===== src/rtl/lf_pkg.sv =====
package lf_pkg;
  typedef enum logic [1:0] {
    FT_IDLE = 2'b00,
    FT_TAG  = 2'b01,
    FT_BODY = 2'b10,
    FT_END  = 2'b11
  } flit_t;

  localparam int CTL_W = 4;
  localparam int REV_W = 4;
endpackage


===== src/rtl/lf_tx.sv =====
module lf_tx
  import lf_pkg::*;
#(
  parameter int DW = 16
) (
  input  logic                clk,
  input  logic                rst_n,
  input  logic                in_valid,
  output logic                in_ready,
  input  logic                in_tag,
  input  logic                in_last,
  input  logic [DW-1:0]       in_data,
  input  logic [REV_W-1:0]    rev_i,
  output logic [DW+CTL_W-1:0] phit_o
);
  flit_t         kind_q, kind_nxt;
  logic [DW-1:0] data_q;
  logic          accept;
  logic          unused_rev;

  assign unused_rev = ^rev_i[REV_W-1:1];

  always_comb begin
    in_ready = ~rev_i[0];
    accept   = in_valid & ~rev_i[0];
    if (!accept)      kind_nxt = FT_IDLE;
    else if (in_tag)  kind_nxt = FT_TAG;
    else if (in_last) kind_nxt = FT_END;
    else              kind_nxt = FT_BODY;
  end

  always_ff @(posedge clk or negedge rst_n) begin
    if (!rst_n) begin
      kind_q <= FT_IDLE;
      data_q <= '0;
    end else begin
      kind_q <= kind_nxt;
      if (accept) data_q <= in_data;
    end
  end

  assign phit_o = {2'b00, kind_q, data_q};


  accept_fwd_chk: assert property (@(posedge clk) disable iff (!rst_n)
    (in_valid && in_ready) |=> (kind_q != FT_IDLE));


  stop_idle_chk: assert property (@(posedge clk) disable iff (!rst_n)
    rev_i[0] |=> (kind_q == FT_IDLE));
endmodule


===== src/rtl/lf_rx_frame.sv =====
module lf_rx_frame
  import lf_pkg::*;
#(
  parameter int DW = 16
) (
  input  logic                clk,
  input  logic                rst_n,
  input  logic [DW+CTL_W-1:0] phit_i,
  output logic                wr_en,
  output logic [DW+1:0]       wr_word,
  output logic                err_o
);
  flit_t kind;
  logic  in_pkt, pkt_nxt;
  logic  bad;
  logic  unused_rsvd;

  assign unused_rsvd = ^phit_i[DW+CTL_W-1:DW+2];

  always_comb begin
    kind    = flit_t'(phit_i[DW+1:DW]);
    wr_en   = 1'b0;
    bad     = 1'b0;
    pkt_nxt = in_pkt;
    unique case (kind)
      FT_IDLE: ;
      FT_TAG: begin
        if (in_pkt) bad = 1'b1;
        else begin
          wr_en   = 1'b1;
          pkt_nxt = 1'b1;
        end
      end
      FT_BODY: begin
        if (!in_pkt) bad = 1'b1;
        else wr_en = 1'b1;
      end
      FT_END: begin
        if (!in_pkt) bad = 1'b1;
        else begin
          wr_en   = 1'b1;
          pkt_nxt = 1'b0;
        end
      end
      default: ;
    endcase
  end

  assign wr_word = {kind, phit_i[DW-1:0]};

  always_ff @(posedge clk or negedge rst_n) begin
    if (!rst_n) begin
      in_pkt <= 1'b0;
      err_o  <= 1'b0;
    end else begin
      in_pkt <= pkt_nxt;
      err_o  <= bad;
    end
  end


  orphan_err_chk: assert property (@(posedge clk) disable iff (!rst_n)
    (!in_pkt && (kind == FT_BODY || kind == FT_END)) |=> err_o);


  nested_tag_chk: assert property (@(posedge clk) disable iff (!rst_n)
    (in_pkt && kind == FT_TAG) |=> (err_o && in_pkt));
endmodule


===== src/rtl/lf_fifo.sv =====
module lf_fifo #(
  parameter int W     = 18,
  parameter int DEPTH = 8,
  localparam int AW   = (DEPTH > 1) ? $clog2(DEPTH) : 1,
  localparam int CW   = $clog2(DEPTH + 1)
) (
  input  logic          clk,
  input  logic          rst_n,
  input  logic          push,
  input  logic [W-1:0]  din,
  input  logic          pop,
  output logic [W-1:0]  dout,
  output logic          empty,
  output logic [CW-1:0] count
);
  logic [W-1:0]  mem [DEPTH];
  logic [AW-1:0] wptr, rptr, wptr_nxt, rptr_nxt;
  logic [CW-1:0] count_nxt;

  always_comb begin
    wptr_nxt  = wptr;
    rptr_nxt  = rptr;
    count_nxt = count;
    if (push) wptr_nxt = (wptr == AW'(DEPTH - 1)) ? '0 : wptr + 1'b1;
    if (pop)  rptr_nxt = (rptr == AW'(DEPTH - 1)) ? '0 : rptr + 1'b1;
    if (push && !pop)      count_nxt = count + 1'b1;
    else if (pop && !push) count_nxt = count - 1'b1;
  end

  always_ff @(posedge clk or negedge rst_n) begin
    if (!rst_n) begin
      wptr  <= '0;
      rptr  <= '0;
      count <= '0;
    end else begin
      wptr  <= wptr_nxt;
      rptr  <= rptr_nxt;
      count <= count_nxt;
    end
  end

  always_ff @(posedge clk) begin
    if (push) mem[wptr] <= din;
  end

  assign dout  = mem[rptr];
  assign empty = (count == '0);


  no_overflow_chk: assert property (@(posedge clk) disable iff (!rst_n)
    push |-> (count < CW'(DEPTH)));


  no_underflow_chk: assert property (@(posedge clk) disable iff (!rst_n)
    pop |-> (count != '0));
endmodule


===== src/rtl/lf_flow.sv =====
module lf_flow
  import lf_pkg::*;
#(
  parameter int DEPTH     = 8,
  parameter int LOOP_FLIT = 2,
  localparam int CW       = $clog2(DEPTH + 1)
) (
  input  logic             clk,
  input  logic             rst_n,
  input  logic [CW-1:0]    count,
  output logic [REV_W-1:0] rev_o
);
  logic [CW-1:0] free;
  logic          stop_q, stop_nxt;

  always_comb begin
    free     = CW'(DEPTH) - count;
    stop_nxt = (free <= CW'(LOOP_FLIT));
  end

  always_ff @(posedge clk or negedge rst_n) begin
    if (!rst_n) stop_q <= 1'b0;
    else        stop_q <= stop_nxt;
  end

  assign rev_o = {{(REV_W-1){1'b0}}, stop_q};
endmodule


===== src/rtl/link_framer.sv =====
module link_framer
  import lf_pkg::*;
#(
  parameter int DATA_W    = 16,
  parameter int BUF_DEPTH = 8,
  localparam int PHIT_W   = DATA_W + CTL_W,
  localparam int ENT_W    = DATA_W + 2,
  localparam int CNT_W    = $clog2(BUF_DEPTH + 1),
  localparam int LOOP_F   = 2
) (
  input  logic              clk,
  input  logic              rst_n,
  input  logic              in_valid,
  output logic              in_ready,
  input  logic              in_tag,
  input  logic              in_last,
  input  logic [DATA_W-1:0] in_data,
  output logic [PHIT_W-1:0] tx_phit_o,
  input  logic [REV_W-1:0]  tx_rev_i,
  input  logic [PHIT_W-1:0] rx_phit_i,
  output logic [REV_W-1:0]  rx_rev_o,
  output logic              out_valid,
  input  logic              out_ready,
  output logic              out_tag,
  output logic              out_last,
  output logic [DATA_W-1:0] out_data,
  output logic              framing_err
);
  logic [1:0]       rst_sync;
  logic             rst_int_n;
  logic             wr_en, pop, empty;
  logic [ENT_W-1:0] wr_word, rd_word;
  logic [CNT_W-1:0] count;

  always_ff @(posedge clk or negedge rst_n) begin
    if (!rst_n) rst_sync <= 2'b00;
    else        rst_sync <= {rst_sync[0], 1'b1};
  end
  assign rst_int_n = rst_sync[1];

  lf_tx #(.DW(DATA_W)) u_tx (
    .clk(clk), .rst_n(rst_int_n),
    .in_valid(in_valid), .in_ready(in_ready),
    .in_tag(in_tag), .in_last(in_last), .in_data(in_data),
    .rev_i(tx_rev_i), .phit_o(tx_phit_o)
  );

  lf_rx_frame #(.DW(DATA_W)) u_frame (
    .clk(clk), .rst_n(rst_int_n), .phit_i(rx_phit_i),
    .wr_en(wr_en), .wr_word(wr_word), .err_o(framing_err)
  );

  lf_fifo #(.W(ENT_W), .DEPTH(BUF_DEPTH)) u_buf (
    .clk(clk), .rst_n(rst_int_n),
    .push(wr_en), .din(wr_word), .pop(pop),
    .dout(rd_word), .empty(empty), .count(count)
  );

  lf_flow #(.DEPTH(BUF_DEPTH), .LOOP_FLIT(LOOP_F)) u_flow (
    .clk(clk), .rst_n(rst_int_n), .count(count), .rev_o(rx_rev_o)
  );

  always_comb begin
    out_valid = ~empty;
    pop       = out_valid & out_ready;
    out_tag   = (rd_word[ENT_W-1:DATA_W] == FT_TAG);
    out_last  = (rd_word[ENT_W-1:DATA_W] == FT_END);
    out_data  = rd_word[DATA_W-1:0];
  end


  rsvd_fwd_chk: assert property (@(posedge clk) disable iff (!rst_int_n)
    tx_phit_o[PHIT_W-1:DATA_W+2] == '0);


  err_no_write_chk: assert property (@(posedge clk) disable iff (!rst_int_n)
    framing_err |-> $stable(count) || out_ready);

  initial begin
    if (BUF_DEPTH < LOOP_F + 2) $error("buffer too shallow for stop loop");
  end
endmodule


===== config.mk =====
export PLATFORM = sky130hd
export DESIGN_NAME = link_framer
export DESIGN_NICKNAME = d
export VERILOG_FILES = /design/src/rtl/lf_pkg.sv /design/src/rtl/lf_tx.sv /design/src/rtl/lf_rx_frame.sv /design/src/rtl/lf_fifo.sv /design/src/rtl/lf_flow.sv /design/src/rtl/link_framer.sv
export SDC_FILE = /design/constraint.sdc
export NUM_CORES = 1
export LEC_CHECK = 0
export BUFFER_PORTS_ARGS = -buffer_cell sky130_fd_sc_hd__buf_4
export CAP_MARGIN = 40
export CORE_MARGIN = 1
export CORE_UTILIZATION = 40
export CTS_BUF_LIST = sky130_fd_sc_hd__clkbuf_16
export CTS_CLUSTER_DIAMETER = 100
export DETAILED_ROUTE_END_ITERATION = 8
export PLACE_DENSITY = 0.65
export SYNTH_ARGS = -nofsm -noshare
export SYNTH_HDL_FRONTEND = slang
export SYNTH_SLANG_ARGS = --single-unit

===== constraint.sdc =====
create_clock -name clk -period 5.2 [get_ports clk]
set_clock_uncertainty 0.15 [all_clocks]
set_input_delay 0.52 -clock clk [delete_from_list [all_inputs] [get_ports clk]]
set_output_delay 0.52 -clock clk [all_outputs]
set_load 0.02 [all_outputs]

==> flow_summary.ini <==
[finish]
final_cell_count_no_fill = 683
nets = 501
multi_input_area_mm2 = 0.001837
fillers = 1426
syn_to_final_growth_pct = 21.36
diodes = 0
drive_above_1_share_pct = 38.21
finalCoreUtilization_pct = 49.85
regArea_mm2 = 0.005152

[setup_path]
crit_fanout = 22
worstSetupEndpointType = output pin
cp-start-kind = flip-flop
worstPathArrival_ns = 2.65
worstPathRequired_ns = 4.53
crit_type = flip-flop to output pin

[timing]
rsz0062_at_grt = no
tightest_slew_ns = 0.8855
fmax_mhz = 301.5
setup_viol = 0
period_share_pct = 63.78
min_period_ns = 3.316
hold_viol = 0
drv_slew = 0
holdWs_ns = 0.09367
relSlewSlack_pct = 40.97
finalSetupTns_ns = 0

[run]
max-cap-violations = 0

[logic_synthesis]
netlist_instances = 346
synth-main-ff-cell = edfxtp_1
synth_area_mm2 = 0.007104
synth_top_area_share_pct = 60.87
synthDistinctLibCells = 33
synth_most_common_cell = edfxtp_1
yosys-top-cells-count = edfxtp_1 (144), mux2_2 (35), dfrtp_1 (33)
synth-seq-cells = 177
synthTopCellsByArea = edfxtp_1 (61%), dfrtp_1 (12%), mux4_1 (10%), mux2_2 (5.5%), mux4_2 (2.9%)
ys_seq_area_share_pct = 72.49
avgSynthCellArea_um2 = 20.53
yosysTopAreaCell = edfxtp_1
yosysWarnings = 0
async_flop_share_pct = 18.64
synth-edff-count = 144

[die]
die_area_mm2 = 0.01830
dieWidth_um = 135.3
start_util_pct = 41.07
core_mm2 = 0.01730
die_h_um = 135.3
rows = 48
num_io_pins = 91

[clock_tree]
hold_buffers = 1
h-tree-depth = 4
cts_tree = yes
clk_latency_ns = 0.42
clkSinkCount = 177
cts_root_buf = clkbuf_16
postCtsSetupBuffers = 0
cts_buffers = 17
clk_pin_slew_ns = 0.06
clockBufferDepth = 2
cts_resized = 0

[route]
drc = 0
viasPerCell = 5.101
ant_nets = 0
drt_iter0_drc = 226
vias = 3484
drt_wl_total_mm = 12.63
wl_per_cell_um = 18.48
drt_first_pass_iters = 4

[grt]
grt_max_degree = 39
overflow = 0
grt_pass1_wl_mm = 20.12
antenna_found_initial = 0
track_usage_pct = 15.15
grt_pass1_vias = 3817

[power]
p_leak_uw = 0.003199
ir_worst_vdd_uv = 400.0
powerDensity_mw_per_mm2 = 518.9

[min_path]
hold_class = primary input to flip-flop

[place]
portBuffers = 80
gp_congestion = 0.7080
hpwl_mm = 7.872
place_inst = 650

[outcome]
status = complete, no violations
-- final cells by class --
cell class                      count  area share (%)
Timing Repair Buffer               96           8.388
Multi-Input combinational cell    146           21.30
Inverter                            7          0.3047
Clock buffer                       17           4.934
Clock inverter                     15           2.046
Tap cell                          225           3.265
Sequential cell                   177           59.76
-- power breakdown --
| group | leakage (uW) | switching, uW | internal, uW | total, uW |
|---|---|---|---|---|
| Clock | 0.000307 | 493 | 792 | 1280 |
| Combinational | 0.00119 | 622 | 673 | 1300 |
| Sequential | 0.00170 | 176 | 1720 | 1890 |
| Total | 0.00320 | 1290 | 3180 | 4470 |
-- critical path, stage by stage, from the launching register on --
cell,delay [ns]
dfrtp_2,0.68
buf_4,0.45
mux4_1,0.61
mux2_2,0.30
buf_4,0.16
-- routing by layer --
layer	GRT usage (%)	up-vias	routed length, um
met3	5.462	9	866
li1	-	1591	-
met2	25.64	118	6472
met5	0	-	0
met1	18.17	1766	5229
met4	4.307	0	57
-- placed cells by master (no fill, tap or decap), types with 2 or more instances in the layout --
master / synthesis / final
mux2i_1: 5 / 5
nand2_1: 8 / 8
buf_4: 6 / 95
mux4_2: 9 / 9
clkbuf_16: 0 / 17
nor3_2: 0 / 4
a21o_1: 3 / 3
nand2b_1: 7 / 7
nor2_1: 3 / 3
nor2b_1: 2 / 2
conb_1: 2 / 6
mux4_1: 27 / 27
o21ai_0: 7 / 7
clkinv_2: 0 / 5
nor3_1: 10 / 6
mux2_2: 35 / 35
xnor2_1: 2 / 2
ha_1: 9 / 9
a21oi_1: 3 / 3
dfrtp_2: 0 / 2
bufinv_16: 0 / 4
inv_1: 7 / 10
dfrtp_1: 33 / 31
edfxtp_1: 144 / 144
-- registers in the layout, summed over array words and instances, names as in the netlist --
name	cells
u_buf.mem	144
u_tx.data_q	16
u_buf.count	4
u_buf.rptr	3
u_buf.wptr	3
rst_sync	2
u_tx.kind_q	2
u_flow.stop_q	1
u_frame.err_o	1
u_frame.in_pkt	1
-- metrics by stage --
step	power (uW)	area (um2)	setup slack, ns
final	4474	8622	1.884
after global routing	4683	8622	1.741
after CTS	4538	8622	1.804
after detailed placement	3242	8010	2.230
after global placement	3194	7995	1.878
after floorplan	2791	7119	1.891
-- logic make-up after synthesis --
group	after synthesis	synth area share [%]
adder cells (fa/ha/maj)	10	1.867
AND/OR/NAND/NOR	35	2.536
flip-flops	177	72.49
buffers and inverters	27	2.237
XOR/XNOR	2	0.2466
other	2	0.1057
multiplexers	76	19.09
AO/OA/AOI/OAI	17	1.426
-- worst paths after layout --
kind	start	to	slack [ns]	cells past startpoint
setup / recovery	u_buf.rptr[0]	out_data[10]	1.88	4
hold / removal	in_tag	u_tx.kind_q[1]	0.09	2
setup reg to reg	u_buf.count[0]	u_buf.count[3]	2.17	10
hold reg to reg	rst_sync[1]	u_frame.err_o	0.11	0
max in group asynchronous	rst_sync[1]	u_tx.data_q[10]	4.12	1
min in group asynchronous	rst_sync[1]	u_frame.err_o	0.11	0
(Power assumes the default switching activity.)
